**src/rtl/cfgport_pkg.sv**
```systemverilog
package cfgport_pkg;
  localparam int RATIO_W = 2;

  typedef enum logic [2:0] {
    ERR_NONE     = 3'd0,
    ERR_STRAP    = 3'd1,
    ERR_PIN_PRE  = 3'd2,
    ERR_PIN_POST = 3'd3,
    ERR_NOCTRL   = 3'd4,
    ERR_TIMEOUT  = 3'd5
  } err_e;

  typedef enum logic [2:0] {
    REQ_NONE,
    REQ_TAKE,
    REQ_GIVE,
    REQ_RST_ON,
    REQ_RST_OFF
  } req_e;

  typedef enum logic [3:0] {
    S_IDLE,
    S_EN_CHK,
    S_EN_SAFE,
    S_EN_OVR,
    S_EN_CS,
    S_EN_RECHK,
    S_DIS_NCFG,
    S_DIS_CS,
    S_DIS_OVR,
    S_WAIT_LO,
    S_WAIT_HI
  } state_e;

  // log2 of the clock-to-data ratio for a requested mode
  function automatic logic [RATIO_W-1:0] ratio_code(input logic wide,
                                                    input logic crypt,
                                                    input logic comp);
    logic [RATIO_W-1:0] r;
    if (comp)       r = wide ? 2'd3 : 2'd2;
    else if (crypt) r = wide ? 2'd2 : 2'd1;
    else            r = 2'd0;
    return r;
  endfunction

  // strap is acceptable when every bit above bit 0 is clear
  function automatic logic strap_ok(input logic [2:0] sel);
    return (sel[2:1] == 2'b00);
  endfunction
endpackage

```
**src/rtl/cfgport_req_arb.sv**
```systemverilog
module cfgport_req_arb
  import cfgport_pkg::*;
(
  input  logic idle,
  input  logic take,
  input  logic give,
  input  logic rst_on,
  input  logic rst_off,
  output req_e kind
);
  always_comb begin
    kind = REQ_NONE;
    if (idle) begin
      if (take)         kind = REQ_TAKE;
      else if (give)    kind = REQ_GIVE;
      else if (rst_on)  kind = REQ_RST_ON;
      else if (rst_off) kind = REQ_RST_OFF;
    end
  end
endmodule

```
**src/rtl/cfgport_mode_map.sv**
```systemverilog
module cfgport_mode_map
  import cfgport_pkg::*;
(
  input  logic               wide,
  input  logic               crypt,
  input  logic               comp,
  output logic               w32,
  output logic [RATIO_W-1:0] ratio
);
  assign w32   = wide;
  assign ratio = ratio_code(wide, crypt, comp);
endmodule

```
**src/rtl/cfgport_poll_timer.sv**
```systemverilog
module cfgport_poll_timer #(
  parameter int POLL_LIMIT = 1000
) (
  input  logic clk,
  input  logic rst_n,
  input  logic run,
  output logic expired
);
  localparam int CW = (POLL_LIMIT > 1) ? $clog2(POLL_LIMIT) : 1;
  localparam logic [CW-1:0] LAST = CW'(POLL_LIMIT - 1);

  logic [CW-1:0] cnt;

  always_ff @(posedge clk or negedge rst_n) begin
    if (!rst_n)      cnt <= '0;
    else if (!run)   cnt <= '0;
    else if (cnt != LAST) cnt <= cnt + 1'b1;
  end

  assign expired = run && (cnt == LAST);
endmodule

```
**src/rtl/cfgport_seq.sv**
```systemverilog
module cfgport_seq
  import cfgport_pkg::*;
(
  input  logic               clk,
  input  logic               rst_n,
  input  req_e               kind,
  input  logic               map_w32,
  input  logic [RATIO_W-1:0] map_ratio,
  input  logic               strap_good,
  input  logic               pins_high,
  input  logic               nstat_lvl,
  input  logic               tmr_exp,
  output logic               tmr_run,
  output logic               idle,
  output logic               nce,
  output logic               ncfg,
  output logic               ovr_dc,
  output logic               ovr_nc,
  output logic               ovr_sense,
  output logic               den,
  output logic               cen,
  output logic               w32,
  output logic [RATIO_W-1:0] ratio,
  output logic               owned,
  output logic               done,
  output err_e               err
);
  state_e             state;
  logic               rst_held;
  logic               pend_w32;
  logic [RATIO_W-1:0] pend_ratio;

  assign idle    = (state == S_IDLE);
  assign tmr_run = (state == S_WAIT_LO) || (state == S_WAIT_HI);

  always_ff @(posedge clk or negedge rst_n) begin
    if (!rst_n) begin
      state      <= S_IDLE;
      rst_held   <= 1'b0;
      pend_w32   <= 1'b0;
      pend_ratio <= '0;
      nce        <= 1'b1;
      ncfg       <= 1'b1;
      ovr_dc     <= 1'b0;
      ovr_nc     <= 1'b0;
      ovr_sense  <= 1'b0;
      den        <= 1'b0;
      cen        <= 1'b0;
      w32        <= 1'b0;
      ratio      <= '0;
      owned      <= 1'b0;
      done       <= 1'b0;
      err        <= ERR_NONE;
    end else begin
      done <= 1'b0;
      unique case (state)
        S_IDLE: begin
          unique case (kind)
            REQ_TAKE: begin
              if (owned) begin
                done <= 1'b1;
                err  <= ERR_NONE;
              end else begin
                pend_w32   <= map_w32;
                pend_ratio <= map_ratio;
                state      <= S_EN_CHK;
              end
            end
            REQ_GIVE: begin
              if (!owned) begin
                done <= 1'b1;
                err  <= ERR_NONE;
              end else begin
                owned <= 1'b0;
                state <= rst_held ? S_DIS_NCFG : S_DIS_CS;
              end
            end
            REQ_RST_ON: begin
              if (!owned) begin
                done <= 1'b1;
                err  <= ERR_NOCTRL;
              end else if (rst_held) begin
                done <= 1'b1;
                err  <= ERR_NONE;
              end else begin
                ncfg     <= 1'b0;
                rst_held <= 1'b1;
                state    <= S_WAIT_LO;
              end
            end
            REQ_RST_OFF: begin
              if (!owned) begin
                done <= 1'b1;
                err  <= ERR_NOCTRL;
              end else if (!rst_held) begin
                done <= 1'b1;
                err  <= ERR_NONE;
              end else begin
                ncfg     <= 1'b1;
                rst_held <= 1'b0;
                state    <= S_WAIT_HI;
              end
            end
            default: ;
          endcase
        end
        S_EN_CHK: begin
          if (!strap_good) begin
            done  <= 1'b1;
            err   <= ERR_STRAP;
            state <= S_IDLE;
          end else begin
            w32   <= pend_w32;
            ratio <= pend_ratio;
            if (!pins_high) begin
              done  <= 1'b1;
              err   <= ERR_PIN_PRE;
              state <= S_IDLE;
            end else begin
              state <= S_EN_SAFE;
            end
          end
        end
        S_EN_SAFE: begin
          nce       <= 1'b1;
          ncfg      <= 1'b1;
          den       <= 1'b0;
          cen       <= 1'b0;
          ovr_sense <= 1'b0;
          state     <= S_EN_OVR;
        end
        S_EN_OVR: begin
          ovr_dc    <= 1'b1;
          ovr_nc    <= 1'b1;
          ovr_sense <= 1'b0;
          state     <= S_EN_CS;
        end
        S_EN_CS: begin
          nce   <= 1'b0;
          state <= S_EN_RECHK;
        end
        S_EN_RECHK: begin
          done  <= 1'b1;
          state <= S_IDLE;
          if (pins_high) begin
            owned <= 1'b1;
            err   <= ERR_NONE;
          end else begin
            nce    <= 1'b1;
            ovr_dc <= 1'b0;
            ovr_nc <= 1'b0;
            err    <= ERR_PIN_POST;
          end
        end
        S_DIS_NCFG: begin
          ncfg     <= 1'b1;
          rst_held <= 1'b0;
          state    <= S_DIS_CS;
        end
        S_DIS_CS: begin
          nce   <= 1'b1;
          state <= S_DIS_OVR;
        end
        S_DIS_OVR: begin
          ovr_dc <= 1'b0;
          ovr_nc <= 1'b0;
          done   <= 1'b1;
          err    <= ERR_NONE;
          state  <= S_IDLE;
        end
        S_WAIT_LO: begin
          if (!nstat_lvl) begin
            done  <= 1'b1;
            err   <= ERR_NONE;
            state <= S_IDLE;
          end else if (tmr_exp) begin
            done  <= 1'b1;
            err   <= ERR_TIMEOUT;
            state <= S_IDLE;
          end
        end
        S_WAIT_HI: begin
          if (nstat_lvl) begin
            done  <= 1'b1;
            err   <= ERR_NONE;
            state <= S_IDLE;
          end else if (tmr_exp) begin
            done  <= 1'b1;
            err   <= ERR_TIMEOUT;
            state <= S_IDLE;
          end
        end
        default: state <= S_IDLE;
      endcase
    end
  end
endmodule

```
**src/rtl/cfgport_owner_ctrl.sv**
```systemverilog
module cfgport_owner_ctrl
  import cfgport_pkg::*;
#(
  parameter int POLL_LIMIT = 1000
) (
  input  logic       clk,
  input  logic       rst_n,
  input  logic       req_take,
  input  logic       req_give,
  input  logic       req_rst_on,
  input  logic       req_rst_off,
  input  logic       mode_wide,
  input  logic       mode_crypt,
  input  logic       mode_comp,
  input  logic [2:0] strap_sel,
  input  logic       pin_ncfg_lvl,
  input  logic       pin_nstat_lvl,
  output logic       cfg_nce_o,
  output logic       cfg_ncfg_o,
  output logic       ovr_datclk_o,
  output logic       ovr_ncfg_o,
  output logic       ovr_sense_o,
  output logic       path_data_en_o,
  output logic       path_clk_en_o,
  output logic       width32_o,
  output logic [1:0] ratio_code_o,
  output logic       owned_o,
  output logic       busy_o,
  output logic       done_o,
  output logic [2:0] err_o
);
  // internal events, named for the bound checker
  req_e               req_kind;
  logic               seq_idle;
  logic               tmr_run;
  logic               tmr_exp;
  logic               map_w32;
  logic [RATIO_W-1:0] map_ratio;
  logic               strap_good;
  logic               pins_high;
  err_e               err_q;

  assign strap_good = strap_ok(strap_sel);
  assign pins_high  = pin_ncfg_lvl && pin_nstat_lvl;

  cfgport_req_arb u_arb (
    .idle    (seq_idle),
    .take    (req_take),
    .give    (req_give),
    .rst_on  (req_rst_on),
    .rst_off (req_rst_off),
    .kind    (req_kind)
  );

  cfgport_mode_map u_map (
    .wide  (mode_wide),
    .crypt (mode_crypt),
    .comp  (mode_comp),
    .w32   (map_w32),
    .ratio (map_ratio)
  );

  cfgport_poll_timer #(.POLL_LIMIT(POLL_LIMIT)) u_tmr (
    .clk     (clk),
    .rst_n   (rst_n),
    .run     (tmr_run),
    .expired (tmr_exp)
  );

  cfgport_seq u_seq (
    .clk        (clk),
    .rst_n      (rst_n),
    .kind       (req_kind),
    .map_w32    (map_w32),
    .map_ratio  (map_ratio),
    .strap_good (strap_good),
    .pins_high  (pins_high),
    .nstat_lvl  (pin_nstat_lvl),
    .tmr_exp    (tmr_exp),
    .tmr_run    (tmr_run),
    .idle       (seq_idle),
    .nce        (cfg_nce_o),
    .ncfg       (cfg_ncfg_o),
    .ovr_dc     (ovr_datclk_o),
    .ovr_nc     (ovr_ncfg_o),
    .ovr_sense  (ovr_sense_o),
    .den        (path_data_en_o),
    .cen        (path_clk_en_o),
    .w32        (width32_o),
    .ratio      (ratio_code_o),
    .owned      (owned_o),
    .done       (done_o),
    .err        (err_q)
  );

  assign busy_o = !seq_idle;
  assign err_o  = err_q;
endmodule

```
**config.mk**
```make
export PLATFORM = sky130hd
export DESIGN_NAME = cfgport_owner_ctrl
export DESIGN_NICKNAME = d
export VERILOG_FILES = /design/src/rtl/cfgport_pkg.sv /design/src/rtl/cfgport_req_arb.sv /design/src/rtl/cfgport_mode_map.sv /design/src/rtl/cfgport_poll_timer.sv /design/src/rtl/cfgport_seq.sv /design/src/rtl/cfgport_owner_ctrl.sv
export SDC_FILE = /design/constraint.sdc
export NUM_CORES = 1
export LEC_CHECK = 0
export ABC_AREA = 1
export BUFFER_PORTS_ARGS = -buffer_cell sky130_fd_sc_hd__buf_2
export CORE_MARGIN = 10
export CORE_UTILIZATION = 59
export CTS_CLUSTER_DIAMETER = 30
export DETAILED_ROUTE_END_ITERATION = 10
export HOLD_SLACK_MARGIN = 0.08
export PLACE_DENSITY = 0.86
export SLEW_MARGIN = 25
export SYNTH_ARGS = -nofsm -noshare
export SYNTH_HDL_FRONTEND = slang
export SYNTH_SLANG_ARGS = --single-unit
```
**constraint.sdc**
```tcl
create_clock -name clk -period 2.2 [get_ports clk]
set_input_delay 0.44 -clock clk [delete_from_list [all_inputs] [get_ports clk]]
set_output_delay 0.44 -clock clk [all_outputs]
set_load 0.1 [all_outputs]
```
---- Word level (Yosys, flattened, before mapping) ----
Index checks and enable logic that the tools add are counted.
cells by class
  add/sub/neg operators ................... 1
  bitwise operators ....................... 1
  mux-type cells .......................... 69
  eq/ne operators ......................... 33
  reduce and logical (&&, ||, !) cells .... 24
operator list
  cell                   number
  $mux 3                 16
  $mux 4                 10
  $pmux 4 s9             1
  $mux 1                 23
  $mux 10                2
  $pmux 3 s6             1
  $eq 4x3->1 const B     4
  $pmux 4 s4             1
  $ne 3x2->1 const B     5
  $reduce_and 7->1       2
  $eq 4x4->1 const B     3
  $ne 3x3->1 const B     4
  $pmux 3 s4             1
  $add 10x1->10 const B  1
  $eq 10x10->1 const B   1
  $mux 2                 5
  $ne 10x10->1 const B   1
  $pmux 1 s2             5
  $eq 4x2->1 const B     2
  $ne 4x4->1 const B     2
  $eq 3x2->1 const B     2
  $pmux 1 s3             2
  $reduce_and 2->1       3
  $reduce_and 3->1       2
  other kinds (21)       29
word-level totals
  input bits .............................. 14
  output and inout bits ................... 16
  word-level logic and storage cells ...... 141
  flip-flop bits (word level) ............. 29

---- Depth between registers and ports, before layout ----
Gate-level depths: netlist (run 1).
  word-level depth ........................ 8
  gate-level depth with buffers ........... 10
  gate-level depth less buffers ........... 10

---- Modules after synthesis ----
A second synthesis (run 1) with hierarchy kept.
second synthesis, totals
  cells, all modules ...................... 304
  area total of the unflattened synthesis .. 2003.2 um2
modules (own cells, without submodules)
  module              cells an instance  area each (um2)  sequential area each (um2)  times used
  cfgport_seq         190                1271.2           478.0                       1
  cfgport_poll_timer  92                 633.1            250.2                       1
  cfgport_mode_map    8                  42.5             0.0                         1
  cfgport_req_arb     10                 41.3             0.0                         1
  cfgport_owner_ctrl  4                  15.0             0.0                         1

---- Least setup slack after synthesis (run 1) ----
Ideal clock, no wire load.
  path type ............................... reg-to-reg
  start ................................... register u_seq.owned
  end ..................................... register u_seq.state[0]
  cell stages (with the launch flop) ...... 8
  setup slack ............................. 0.184 ns
  arrival time ............................ 1.944 ns
  clock period less this slack ............ 2.016 ns
  data required time ...................... 2.128 ns
  path buffers ............................ 0
  setup time .............................. 0.072 ns
  cells stage by stage .................... dfrtp_1 -> inv_1 -> or2_2 -> nand3_1 -> nand2_2 -> nor2_4 -> nand2_1 -> nor2_1
on the way
  word-level cells in the longest chain between the ends .. 2
  elaborated cells on any way between the ends .. 5
  classes of those cells .................. 4 x eq/ne; 1 x reduce/logical
ends and longest elaborated chain
  element                                                           RTL line            RTL
  start, declared                                                   cfgport_seq.sv:24   output logic owned,
  start signal, assigned                                            cfgport_seq.sv:51   owned <= 1'b0;
  start signal, assigned                                            cfgport_seq.sv:74   owned <= 1'b0;
  start signal, assigned                                            cfgport_seq.sv:146  owned <= 1'b1;
  $ne 3x2->1 (no source line) / $ne 3x3->1 (equally long branches)  --
  $reduce_and 7->1 (no source line) (*)                             --
  end signal, assigned                                              cfgport_seq.sv:75   state <= rst_held ? S_DIS_NCFG : S_DIS_CS;
  end, declared                                                     cfgport_seq.sv:28   state_e state;
Every way passes the cells marked *; elsewhere a longest branch is shown, timed or not.
A chain may end at the register's enable or synchronous reset.

---- Worst setup path in the final report (run 1) ----
  start ................................... register u_seq.state[0]
  end ..................................... output port busy_o
on the way
  word-level cells in the longest chain between the ends .. 2
ends and longest elaborated chain
  element          RTL line                  RTL
  $logic_not 4->1  cfgport_seq.sv:33         assign idle = (state == S_IDLE);
  $logic_not 1->1  cfgport_owner_ctrl.sv:96  assign busy_o = !seq_idle;
  end, declared    cfgport_owner_ctrl.sv:28  output logic busy_o,
Every way passes these cells.

==> results of run 1 <==
## state kept, by name (all words and copies together) (netlist names)
signal / flops
u_seq.ncfg: 1
u_seq.owned: 1
u_tmr.cnt: 10
u_seq.w32: 1
u_seq.pend_ratio: 2
u_seq.err: 3
u_seq.ovr_nc: 1
u_seq.state: 4
u_seq.pend_w32: 1
u_seq.rst_held: 1
u_seq.ratio: 2
u_seq.nce: 1
u_seq.done: 1
## where the power goes
group / internal [mW] / switching (mW) / leakage, nW
clock network: 0.120 / 0.191 / 0.0310
logic: 0.343 / 1.48 / 0.646
registers: 0.707 / 0.112 / 0.374
## routing by layer
layer  GRT usage  vias to the layer above  part of all wire
li1            -                      833                 -
met1       0.165                      722              0.42
met2       0.254                       41              0.50
met3      0.0505                        4             0.069
met4      0.0455                        0            0.0095
met5           0                        -                 0
## cells in the final DEF (no fill, tap or decap), drive strengths merged, types with 2 or more instances in the layout
cell type and count:
nand2 66, nor2 42, inv 35, dfrtp 27, buf 25, nand3 20, o21ai 19, a21oi 13
clkbuf 5, nand4 3, conb 3, a211oi 2, nand3b 2, clkinv 2, dfstp 2
## final cells by class
class                   instances  area (µm²)  area share
flip-flops and latches         29         728       0.379
well taps                      31        38.8      0.0202
inverters                      35         134      0.0696
clock inverters                 3        17.5     0.00911
clock buffers                   5        37.5      0.0195
repair buffers                 25         125      0.0651
multi-input cells             178         842       0.438
## worst max-delay path, stage by stage, from the launching register on
cell	delay, ns
dfrtp_1	0.48
nor2_2	0.09
nand2_4	0.12
buf_2	0.44
## cells by family after synthesis
logic type | after synthesis | synth area share
adder cells (fa/ha/maj) | 1 | 0.00725
buffers and inverters | 39 | 0.0949
other | 1 | 0.00217
AND/OR/NAND/NOR | 135 | 0.352
AO/OA/AOI/OAI | 39 | 0.122
flip-flops | 29 | 0.422
## worst paths after layout
check,from,endpoint,slack (ns),cells past startpoint
max,u_seq.state[0]$_DFFE_PN0P_,busy_o,0.30,3
max reg2reg,u_tmr.cnt[0]$_DFFE_PN0N_,u_seq.state[3]$_DFFE_PN0P_,0.57,8
min reg2reg,u_seq.ratio[1]$_DFFE_PN0P_,u_seq.ratio[1]$_DFFE_PN0P_,0.48,2
min,rst_n,u_tmr.cnt[6]$_DFFE_PN0N_,0.12,1
max in group asynchronous,rst_n,u_seq.state[3]$_DFFE_PN0P_,1.67,1
min in group clk,mode_wide,u_seq.pend_w32$_DFFE_PN0P_,0.35,3
==> key figures, run 1 <==
Layout
  • Layout Nets: about 290
  • Share of post-route cells with drive strength above 1: 0.193
  • Filler Cell Count: 280
  • Final core occ: 0.691
  • Antenna diodes: 0
  • Synth-to-layout area growth: 11.4%
  • Final instance area: 1920 µm²
  • Non-filler cells, final: approximately 300

CTS
  • Latest clock arrival within the worst-skew pair: approximately 0.33 ns
  • Buffer depth of the longest clock path: 2
  • Post-CTS Resized: 0
  • H-tree depth: 2
  • Clock transition at path regs: around 0.1 ns
  • CTS Buf Count: 5
  • TritonCTS clock tree: yes
  • Root Buffer: clkbuf_4
  • Hold buffer count at cts: 0
  • Post-CTS Setup Inserts: 0
  • CTS sink count: 29

Synthesis
  • Synth warn: 0
  • Synth top area cells: dfrtp_1 (39%), nand2_1 (13%), nor2_1 (7.2%), inv_1 (6.7%), nand3_1 (5.8%)
  • Register bit total from synthesis: 29
  • Synthesized area per cell: 7.08 µm²
  • Synth cell count leaders: nand2_1 (62), nor2_1 (33), inv_1 (31)
  • Synth top area share: 0.391
  • Asr flop ratio synth: 1.00
  • Seq/Total Area, Yosys: 0.422
  • Count leader, synth: nand2_1
  • Cell taking the most area after synthesis: dfrtp_1
  • Post-Synthesis Cells: approximately 240
  • Cell variety after synth: 28
  • Mapped Area: 1730 µm²
  • EDFF count, synth: 0
  • Main flop type after synthesis: dfrtp_1

Floorplan
  • Core ar.: 2780 µm²
  • Initial Util: 0.621
  • # IOs: 30
  • Row count: 19
  • Chip width: 74.1 µm
  • Die Area: 5490 µm²
  • Chip height: 74.1 µm

Placement
  • Setup slack at placement: around 0.59 ns
  • Dpl cells: 298
  • Gpl congestion: ~0.88
  • PortBufs: 25
  • DPL Wire Length: 3020 µm
  • Post-DP Area: 1870 µm²

Global route
  • Initial antenna violation count: 0
  • Global Route Usage Sum: 0.146
  • First-pass GRT wire length: 6430 µm
  • Largest net degree at the start of global routing: 30
  • Gr ovfl total: 0
  • Vias in the first global route: 1523

Setup path
  • Crit end category: output port
  • CP startpoint kind: flop
  • Worst endpoint data arrival time: about 1.5 ns
  • Crit path kind: flop to output port
  • Req. time, crit path: 1.76 ns
  • CP Max Fanout: 7

Timing
  • Achievable frequency: 527 MHz
  • Worst slew pin tran: about 0.63 ns
  • Final setup viols: 0
  • WHS: 0.121 ns
  • RSZ-0062 raised after global routing: no
  • Max Slew Vio Count: 0
  • Final period util: 0.863
  • PnR worst setup slack: 0.301 ns
  • Final TNS setup: 0 ns
  • Layout Skew: between 0.009 and 0.01 ns
  • Final hold violation count: 0
  • Min Tclk post-route: 1.90 ns
  • Relative max-transition margin: 0.580

Route
  • Via/cell ratio: 5.23
  • Via count: between 1.5k and 2k
  • Routed WL: 3790 µm
  • Pre-Repair DR Iteration Count: 4
  • DRT iter0 DRCs: around 90
  • Antenna-violating nets left: 0
  • Drt wl/cell: approximately 12 µm
  • DRC errors left: 0

Power and ir drop
  • VDD IR max: 1210 µV
  • Pwr per Cell Area: 1540 nW/µm²
  • Total power: 2.95 mW
  • LEAKAGE: 1.05 nW

Run
  • Maxcap violations: 0

Min path
  • Min-Delay Path Class: primary input to asynchronous set/reset pin

Status
  • Status: completed
Power figures use the tool's default switching activity.
==> inputs of run 2 (changes only) <==
--- a/config.mk
+++ b/config.mk
@@ -5,7 +5,7 @@
 export SDC_FILE = /design/constraint.sdc
 export NUM_CORES = 1
 export LEC_CHECK = 0
-export ABC_AREA = 1
+export ABC_AREA = 0
 export BUFFER_PORTS_ARGS = -buffer_cell sky130_fd_sc_hd__buf_2
 export CORE_MARGIN = 10
 export CORE_UTILIZATION = 59
==> key figures, run 2 <==
Timing
  • Final period util: 0.922 (+0.0590)
  • Max Slew Vio Count: 0 (unchanged)
  • Achievable frequency: 493 MHz (-6.4%)
  • Layout Skew: 0.00821 ns (-0.00167 ns)
  • Final TNS setup: 0 ns (unchanged)
  • Final setup viols: 0 (unchanged)
  • RSZ-0062 raised after global routing: no
  • Final hold violation count: 0 (unchanged)
  • Min Tclk post-route: 2.03 ns (+0.130 ns)
  • Worst slew pin tran: 0.622 ns (-0.00858 ns)
  • Relative max-transition margin: 0.586 (+0.00572)

CTS
  • Clock transition at path regs: 0.09 ns (about the same)
  • TritonCTS clock tree: yes
  • CTS sink count: 29 (unchanged)
  • Latest clock arrival within the worst-skew pair: 0.32 ns (about the same)
  • Post-CTS Resized: 0 (unchanged)
  • Post-CTS Setup Inserts: 0 (unchanged)
  • CTS Buf Count: 5 (unchanged)
  • Root Buffer: clkbuf_4
  • Hold buffer count at cts: 0 (unchanged)
  • H-tree depth: 2 (unchanged)
  • Buffer depth of the longest clock path: 2 (unchanged)

Synthesis
  • Cell taking the most area after synthesis: dfrtp_1
  • Synth top area cells: dfrtp_1 (40%), nor2_1 (4.4%), a21oi_1 (3.2%), dfstp_2 (3.1%), nor3_1 (2.6%)
  • Synth cell count leaders: dfrtp_1 (27), nor2_1 (20), a21oi_1 (11)
  • EDFF count, synth: 0 (unchanged)
  • Synth warn: 0 (unchanged)
  • Seq/Total Area, Yosys: 0.426 (+0.00432)
  • Cell variety after synth: 52 (+86%)
  • Mapped Area: 1710 µm² (-1.0%)
  • Main flop type after synthesis: dfrtp_1
  • Asr flop ratio synth: 1.00 (unchanged)
  • Synth top area share: 0.395 (+0.00401)
  • Register bit total from synthesis: 29 (unchanged)
  • Count leader, synth: dfrtp_1
  • Post-Synthesis Cells: 187 (-23%)
  • Synthesized area per cell: 9.14 µm² (+29%)

Layout
  • Commonest non-fill, non-tap cells in the layout: dfrtp_1 (27), buf_2 (25), nor2_1 (20)
  • Layout Nets: 230 (-20%)
  • Sequential Area: 728 µm² (unchanged)
  • Commonest non-fill, non-tap cell in the layout: dfrtp_1
  • Synth-to-layout area growth: 12.1%
  • Antenna diodes: 0 (unchanged)
  • Filler Cell Count: 220 (-21%)
  • Biggest regs: u_tmr.cnt x10, u_seq.state x4, u_seq.err x3
  • Area of the multi-input gates: 905 µm² (+7.4%)
  • Top reg by flops: u_tmr.cnt
  • Largest register FFs: 10 (unchanged)
  • Final instance area: 1920 µm² (-0.39%)
  • Final core occ: 0.695 (+0.00324)
  • Share of post-route cells with drive strength above 1: 0.236 (+0.0434)

Setup path
  • Worst flop-to-flop path startpoint: u_seq.state[3]$_DFFE_PN0P_
  • Worst setup path end: busy_o
  • Flop2flop setup slack: 0.24 ns (-0.33 ns)
  • Req. time, crit path: 1.76 ns (about the same)
  • Max stage delay on crit path: 0.57 ns (+0.09 ns)
  • Timing startpoint of the critical path: u_seq.state[3]$_DFFE_PN0P_
  • Crit path kind: flop to output port
  • Crit end category: output port
  • Worst endpoint data arrival time: 1.59 ns (+0.13 ns)
  • Cell depth of the worst flop-to-flop path: 4 (-4)
  • Worst-path cell chain: or4_4, buf_2
  • CP Max Fanout: 4 (-3)
  • R2r endpoint: u_seq.rst_held$_DFFE_PN0P_
  • CP startpoint kind: flop
  • CP max-delay cell: or4_4

Min path
  • Min-Delay Path Class: primary input to asynchronous set/reset pin

Floorplan
  • Row count: 19 (unchanged)
  • Chip width: 73.8 µm (-0.37%)
  • Core ar.: 2760 µm² (-0.85%)
  • Die Area: 5450 µm² (-0.74%)
  • # IOs: 30 (unchanged)
  • Chip height: 73.8 µm (-0.37%)
  • Initial Util: 0.620 (-0.00100)

Status
  • Status: completed

Power and ir drop
  • LEAKAGE: 0.865 nW (-18%)
  • Register share of total power: 0.272 (-0.006)
  • Clock share of power: 0.109 (+0.004)
  • Pwr per Cell Area: 1580 nW/µm² (+2.9%)
  • Sw frac: 0.551 (-0.0528)
  • Internal: 1.36 mW (+16%)
  • Combinational power share: 0.619 (+0.002)
  • Sw Pwr: 1.67 mW (-6.5%)
  • VDD IR max: 1180 µV (-2.5%)

Route
  • Via/cell ratio: 6.06 (+16%)
  • Antenna-violating nets left: 0 (unchanged)
  • Via count: 1497 (-6.4%)
  • DRT iter0 DRCs: 112 (+23%)
  • Pre-Repair DR Iteration Count: 4 (unchanged)
  • DRC errors left: 0 (unchanged)
  • Routed WL: 3900 µm (+2.7%)
  • Drt wl/cell: 15.8 µm (+27%)

Placement
  • PortBufs: 25 (unchanged)
  • Gpl congestion: 0.935 (+5.7%)
  • Post-DP Area: 1860 µm² (-0.60%)
  • DPL Wire Length: 3000 µm (-0.64%)

Run
  • Maxcap violations: 0 (unchanged)

Global route
  • Vias in the first global route: 1486 (-2.4%)
  • Initial antenna violation count: 0 (unchanged)
  • Global Route Usage Sum: 0.159 (+0.0129)
  • Gr ovfl total: 0 (unchanged)
  • First-pass GRT wire length: 6880 µm (+7.0%)
  • Largest net degree at the start of global routing: 30 (unchanged)
run 2: changes by cell type after synthesis, moves of 8 or more:
cell,before,now
inv_1,31,4
nand2_1,62,10
nand3_1,20,8
nor2_1,33,20
nor3_1,1,9
o21ai_0,17,9
run 2: how the worst min path moves through the flow:
stage / depth (start not counted) / from / slack [ns] / to
final: 1 / rst_n / 0.12 / u_seq.err[0]$_DFFE_PN0P_
after global routing: 1 / rst_n / 0.14 / u_tmr.cnt[7]$_DFFE_PN0N_
after CTS: 1 / rst_n / 0.15 / u_seq.pend_w32$_DFFE_PN0P_
after detailed placement: 2 / u_seq.pend_ratio[0]$_DFFE_PN0P_ / 0.47 / u_seq.pend_ratio[0]$_DFFE_PN0P_
after global placement: 2 / u_seq.pend_ratio[1]$_DFFE_PN0P_ / 0.47 / u_seq.pend_ratio[1]$_DFFE_PN0P_
after floorplan: 0 / rst_n / 0.14 / u_seq.done$_DFF_PN0_
run 2: cells by family after synthesis:
family          Yosys count  synth area share
simple gates             84             0.269
compound gates           42             0.166
flops                    29             0.426
buf+inv                  16            0.0490
xor+xnor                  7            0.0359
mux                       7            0.0439
fa+ha+maj                 1           0.00732
other cells               1           0.00219
run 2: critical path: cells and delay by family, from the launching register on:
kind	cells	cell delay, ns
buffers and inverters	1	0.32
AND/OR/NAND/NOR	1	0.57
flip-flops	1	0.39
run 2: stage by stage:
stage,power (mW),setup WS (ns),cells,hold slack [ns]
detailed placement,2.71,0.248,239,0.473
floorplan,2.36,0.0645,189,0.144
finish,3.03,0.171,247,0.125
global placement,2.65,0.261,239,0.466
global route,3.22,0.118,247,0.142
CTS,3.04,0.159,247,0.148
run 2: power by group through the flow:
stage                     clock network (mW)  logic (mW)  registers, mW
after floorplan                            0       0.893           1.47
after global placement                     0        1.83          0.825
after detailed placement                   0        1.87          0.835
after CTS                              0.339        1.88          0.825
after global routing                   0.366        2.00          0.849
final                                  0.330        1.87          0.824
run 2: area by class of cell:
cell class                 count  area share
clock buffer                   8      0.0307
inverter                       4     0.00784
multi-input combinational    144       0.472
sequential                    29       0.380
tap                           31      0.0202
timing repair buffer          31      0.0888
run 2: routing by layer:
metal | global-route usage | vias to the layer above | wire [µm]
met5 | 0 | - | 0
met4 | 0.0787 | 0 | 99
met3 | 0.0511 | 10 | 251
met2 | 0.261 | 44 | 2010
met1 | 0.181 | 716 | 1540
li1 | - | 727 | -
==> inputs of run 3 (changes only) <==
--- a/config.mk
+++ b/config.mk
@@ -8,7 +8,7 @@
 export ABC_AREA = 0
 export BUFFER_PORTS_ARGS = -buffer_cell sky130_fd_sc_hd__buf_2
 export CORE_MARGIN = 10
-export CORE_UTILIZATION = 59
+export CORE_UTILIZATION = 60
 export CTS_CLUSTER_DIAMETER = 30
 export DETAILED_ROUTE_END_ITERATION = 10
 export HOLD_SLACK_MARGIN = 0.08
@@ -16,4 +16,5 @@
 export SLEW_MARGIN = 25
 export SYNTH_ARGS = -nofsm -noshare
 export SYNTH_HDL_FRONTEND = slang
+export SYNTH_HIERARCHICAL = 1
 export SYNTH_SLANG_ARGS = --single-unit
==> key figures, run 3 <==
Timing
  • PnR worst setup slack: -0.310 ns (-0.481 ns)
  • Final hold violation count: 0 (unchanged)
  • Final period util: 1.14 (+0.219)
  • Max Slew Vio Count: 0 (unchanged)
  • RSZ-0062 raised after global routing: yes
  • Final setup viols: 8 (+8)
  • Worst slew pin tran: 0.638 ns (+0.0159 ns)
  • WHS: 0.0928 ns (-0.0322 ns)
  • Achievable frequency: 398 MHz (-19%)
  • Relative max-transition margin: 0.575 (-0.0106)
  • Layout Skew: 0.0296 ns (+0.0214 ns)
  • Min Tclk post-route: 2.51 ns (+0.481 ns)

Synthesis
  • Asr flop ratio synth: 1.00 (unchanged)
  • Synth warn: 6 (+6)
  • Synth top area cells: dfrtp_1 (34%), a21oi_1 (4.2%), nor2_1 (3.4%), mux2_2 (3.4%), nand2_1 (3.2%)
  • Main flop type after synthesis: dfrtp_1
  • Cell taking the most area after synthesis: dfrtp_1
  • Synth cell count leaders: dfrtp_1 (27), nor2_1 (18), a21oi_1 (17), nand2_1 (17), inv_1 (12)
  • Post-Synthesis Cells: 229 (+22%)
  • Register bit total from synthesis: 29 (unchanged)
  • Cell variety after synth: 61 (+17%)
  • Synthesized area per cell: 8.76 µm² (-4.2%)
  • Mapped Area: 2010 µm² (+17%)
  • Count leader, synth: dfrtp_1
  • Seq/Total Area, Yosys: 0.363 (-0.0630)
  • EDFF count, synth: 0 (unchanged)
  • Synth top area share: 0.337 (-0.0584)

Global route
  • Largest net degree at the start of global routing: 30 (unchanged)
  • Gr ovfl total: 0 (unchanged)
  • First-pass GRT wire length: 9630 µm (+40%)
  • Vias in the first global route: 2078 (+40%)
  • Initial antenna violation count: 0 (unchanged)
  • Global Route Usage Sum: 0.191 (+0.0316)

Power and ir drop
  • LEAKAGE: 1.11 nW (+29%)
  • Pwr per Cell Area: 1470 nW/µm² (-7.2%)
  • Total power: 3.85 mW (+27%)
  • VDD IR max: 1350 µV (+14%)

Route
  • Pre-Repair DR Iteration Count: 9 (+5)
  • DR top layer: met4
  • DRT iter0 DRCs: 604 (+440%)
  • Via/cell ratio: 7.08 (+17%)
  • Met2 routed WL: 3340 µm (+66%)
  • Antenna-violating nets left: 0 (unchanged)
  • DRC errors left: 0 (unchanged)
  • Drt wl/cell: 22.0 µm (+40%)
  • Post-Route M1 WL: 2530 µm (+65%)
  • Via count: 2308 (+54%)
  • WL met3: 965 µm (+280%)
  • Routed WL: 7180 µm (+84%)

Placement
  • Gpl congestion: 0.902 (-3.5%)
  • Post-DP Area: 2350 µm² (+26%)
  • DPL Wire Length: 3750 µm (+25%)
  • Setup slack at placement: -0.340 ns (-0.588 ns)
  • PortBufs: 25 (unchanged)

CTS
  • Hold buffer count at cts: 0 (unchanged)
  • Latest clock arrival within the worst-skew pair: 0.35 ns (+0.03 ns)
  • Buffer depth of the longest clock path: 2 (unchanged)
  • H-tree depth: 2 (unchanged)
  • Root Buffer: clkbuf_4
  • CTS Buf Count: 5 (unchanged)
  • CTS sink count: 29 (unchanged)
  • TritonCTS clock tree: yes
  • Clock transition at path regs: 0.12 ns (+0.03 ns)

Layout
  • Area of the multi-input gates: 1280 µm² (+42%)
  • Commonest non-fill, non-tap cells in the layout: buf_4 (30), dfrtp_1 (27), buf_2 (24)
  • Filler Cell Count: 145 (-34%)
  • Sequential Area: 728 µm² (unchanged)
  • Share of post-route cells with drive strength above 1: 0.387 (+0.150)
  • Commonest non-fill, non-tap cell in the layout: buf_4
  • Final core occ: 0.840 (+0.145)
  • Synth-to-layout area growth: 31.0%
  • Top reg by flops: u_tmr/cnt
  • Largest register FFs: 10 (unchanged)
  • Layout Nets: 296 (+29%)
  • Biggest regs: u_tmr/cnt x10, u_seq/state x4, u_seq/err x3
  • Final instance area: 2630 µm² (+37%)
  • Antenna diodes: 0 (unchanged)

Status
  • Status: complete, but fails checks
  • Failing checks: negative setup slack

Setup path
  • Cell family with most CP delay: simple AND/OR/NAND/NOR gates
  • CP max-delay cell: dfrtp_1
  • Timing startpoint of the critical path: u_seq/state[3]$_DFFE_PN0P_
  • CP Max Fanout: 5 (+1)
  • Worst endpoint data arrival time: 2.75 ns (+1.16 ns)
  • Max stage delay on crit path: 0.41 ns (-0.16 ns)
  • CP dominant cell by count: buf_4
  • Worst-path cell chain: nor4_4, and4b_2, buf_4, nor2b_2, a22oi_2, o311ai_2, buf_4, a21oi_2, buf_4, nor2_2, o22ai_1
  • Crit path kind: flop to flop
  • Worst flop-to-flop path startpoint: u_seq/state[3]$_DFFE_PN0P_
  • Crit end category: flop
  • Req. time, crit path: 2.44 ns (+0.68 ns)
  • Buf/Inv on CP: 3 (+2)
  • CP startpoint kind: flop

Floorplan
  • Chip height: 77.8 µm (+5.4%)
  • Chip width: 77.8 µm (+5.4%)
  • Core ar.: 3130 µm² (+13%)
  • Row count: 20 (+1)
  • # IOs: 30 (unchanged)
  • Die Area: 6060 µm² (+11%)
  • Initial Util: 0.641 (+0.0214)

Min path
  • Min-Delay Path Class: primary input to asynchronous set/reset pin

Run
  • Maxcap violations: 0 (unchanged)
## run 3: cell types whose count changed in the layout (fill, tap and decap cells not counted), moves of 4 or more
cell | before | now
o21ai_1 | 0 | 4
nor2_1 | 20 | 16
a221oi_1 | 0 | 4
o31ai_1 | 1 | 6
buf_6 | 0 | 6
nor3_1 | 9 | 5
nand2_1 | 10 | 16
buf_4 | 6 | 30
inv_1 | 4 | 12
## run 3: what timing repair did
action,CTS,global route
setup buffers,3,2
pin swaps,8,5
cloned,0,0
setup endpoints to repair,10,11
resized for setup,14,21
## run 3: path summary, 6_finish.rpt
check,endpoint,slack (ns),cells after the start
min in group clk,u_seq/pend_w32$_DFFE_PN0P_,0.37,2
setup / recovery,u_seq/err[0]$_DFFE_PN0P_,-0.31,11
setup reg to reg,u_seq/err[0]$_DFFE_PN0P_,-0.31,11
hold / removal,u_seq/rst_held$_DFFE_PN0P_,0.09,1
hold reg to reg,u_seq/pend_ratio[1]$_DFFE_PN0P_,0.54,1
max in group asynchronous,u_seq/state[1]$_DFFE_PN0P_,1.65,1
## run 3: power by group
group	internal [mW]	leakage [nW]	switching, mW
Combinational	0.818	0.688	1.72
Clock	0.271	0.0455	0.210
Sequential	0.687	0.379	0.142
## run 3: cells by family after synthesis
| group | count (synthesis) | synth area share |
|---|---|---|
| AND/OR/NAND/NOR | 87 | 0.241 |
| AO/OA/AOI/OAI | 71 | 0.255 |
| buffers and inverters | 30 | 0.0805 |
| flip-flops | 29 | 0.363 |
| multiplexers | 8 | 0.0437 |
| XOR/XNOR | 2 | 0.00874 |
| adder cells (fa/ha/maj) | 1 | 0.00624 |
| other | 1 | 0.00187 |
## run 3: routing by layer
layer  track usage  vias to the layer above
li1              -                      942
met1         0.235                     1086
met2         0.294                      225
met3        0.0634                       55
met4        0.0894                        0
met5             0                        -
## run 3: per-stage QoR
stage,cells,setup TNS (ns)
floorplan,231,-1.41
global placement,314,-1.34
detailed placement,314,-1.98
CTS,325,-1.34
global route,326,-3.23
finish,326,-1.69
## run 3: area by class of cell
type | count | area share
clock buffer | 7 | 0.0210
clock inverter | 1 | 0.0114
inverter | 12 | 0.0171
multi-input combinational | 172 | 0.488
sequential | 29 | 0.277
tap | 44 | 0.0210
timing repair buffer | 61 | 0.165
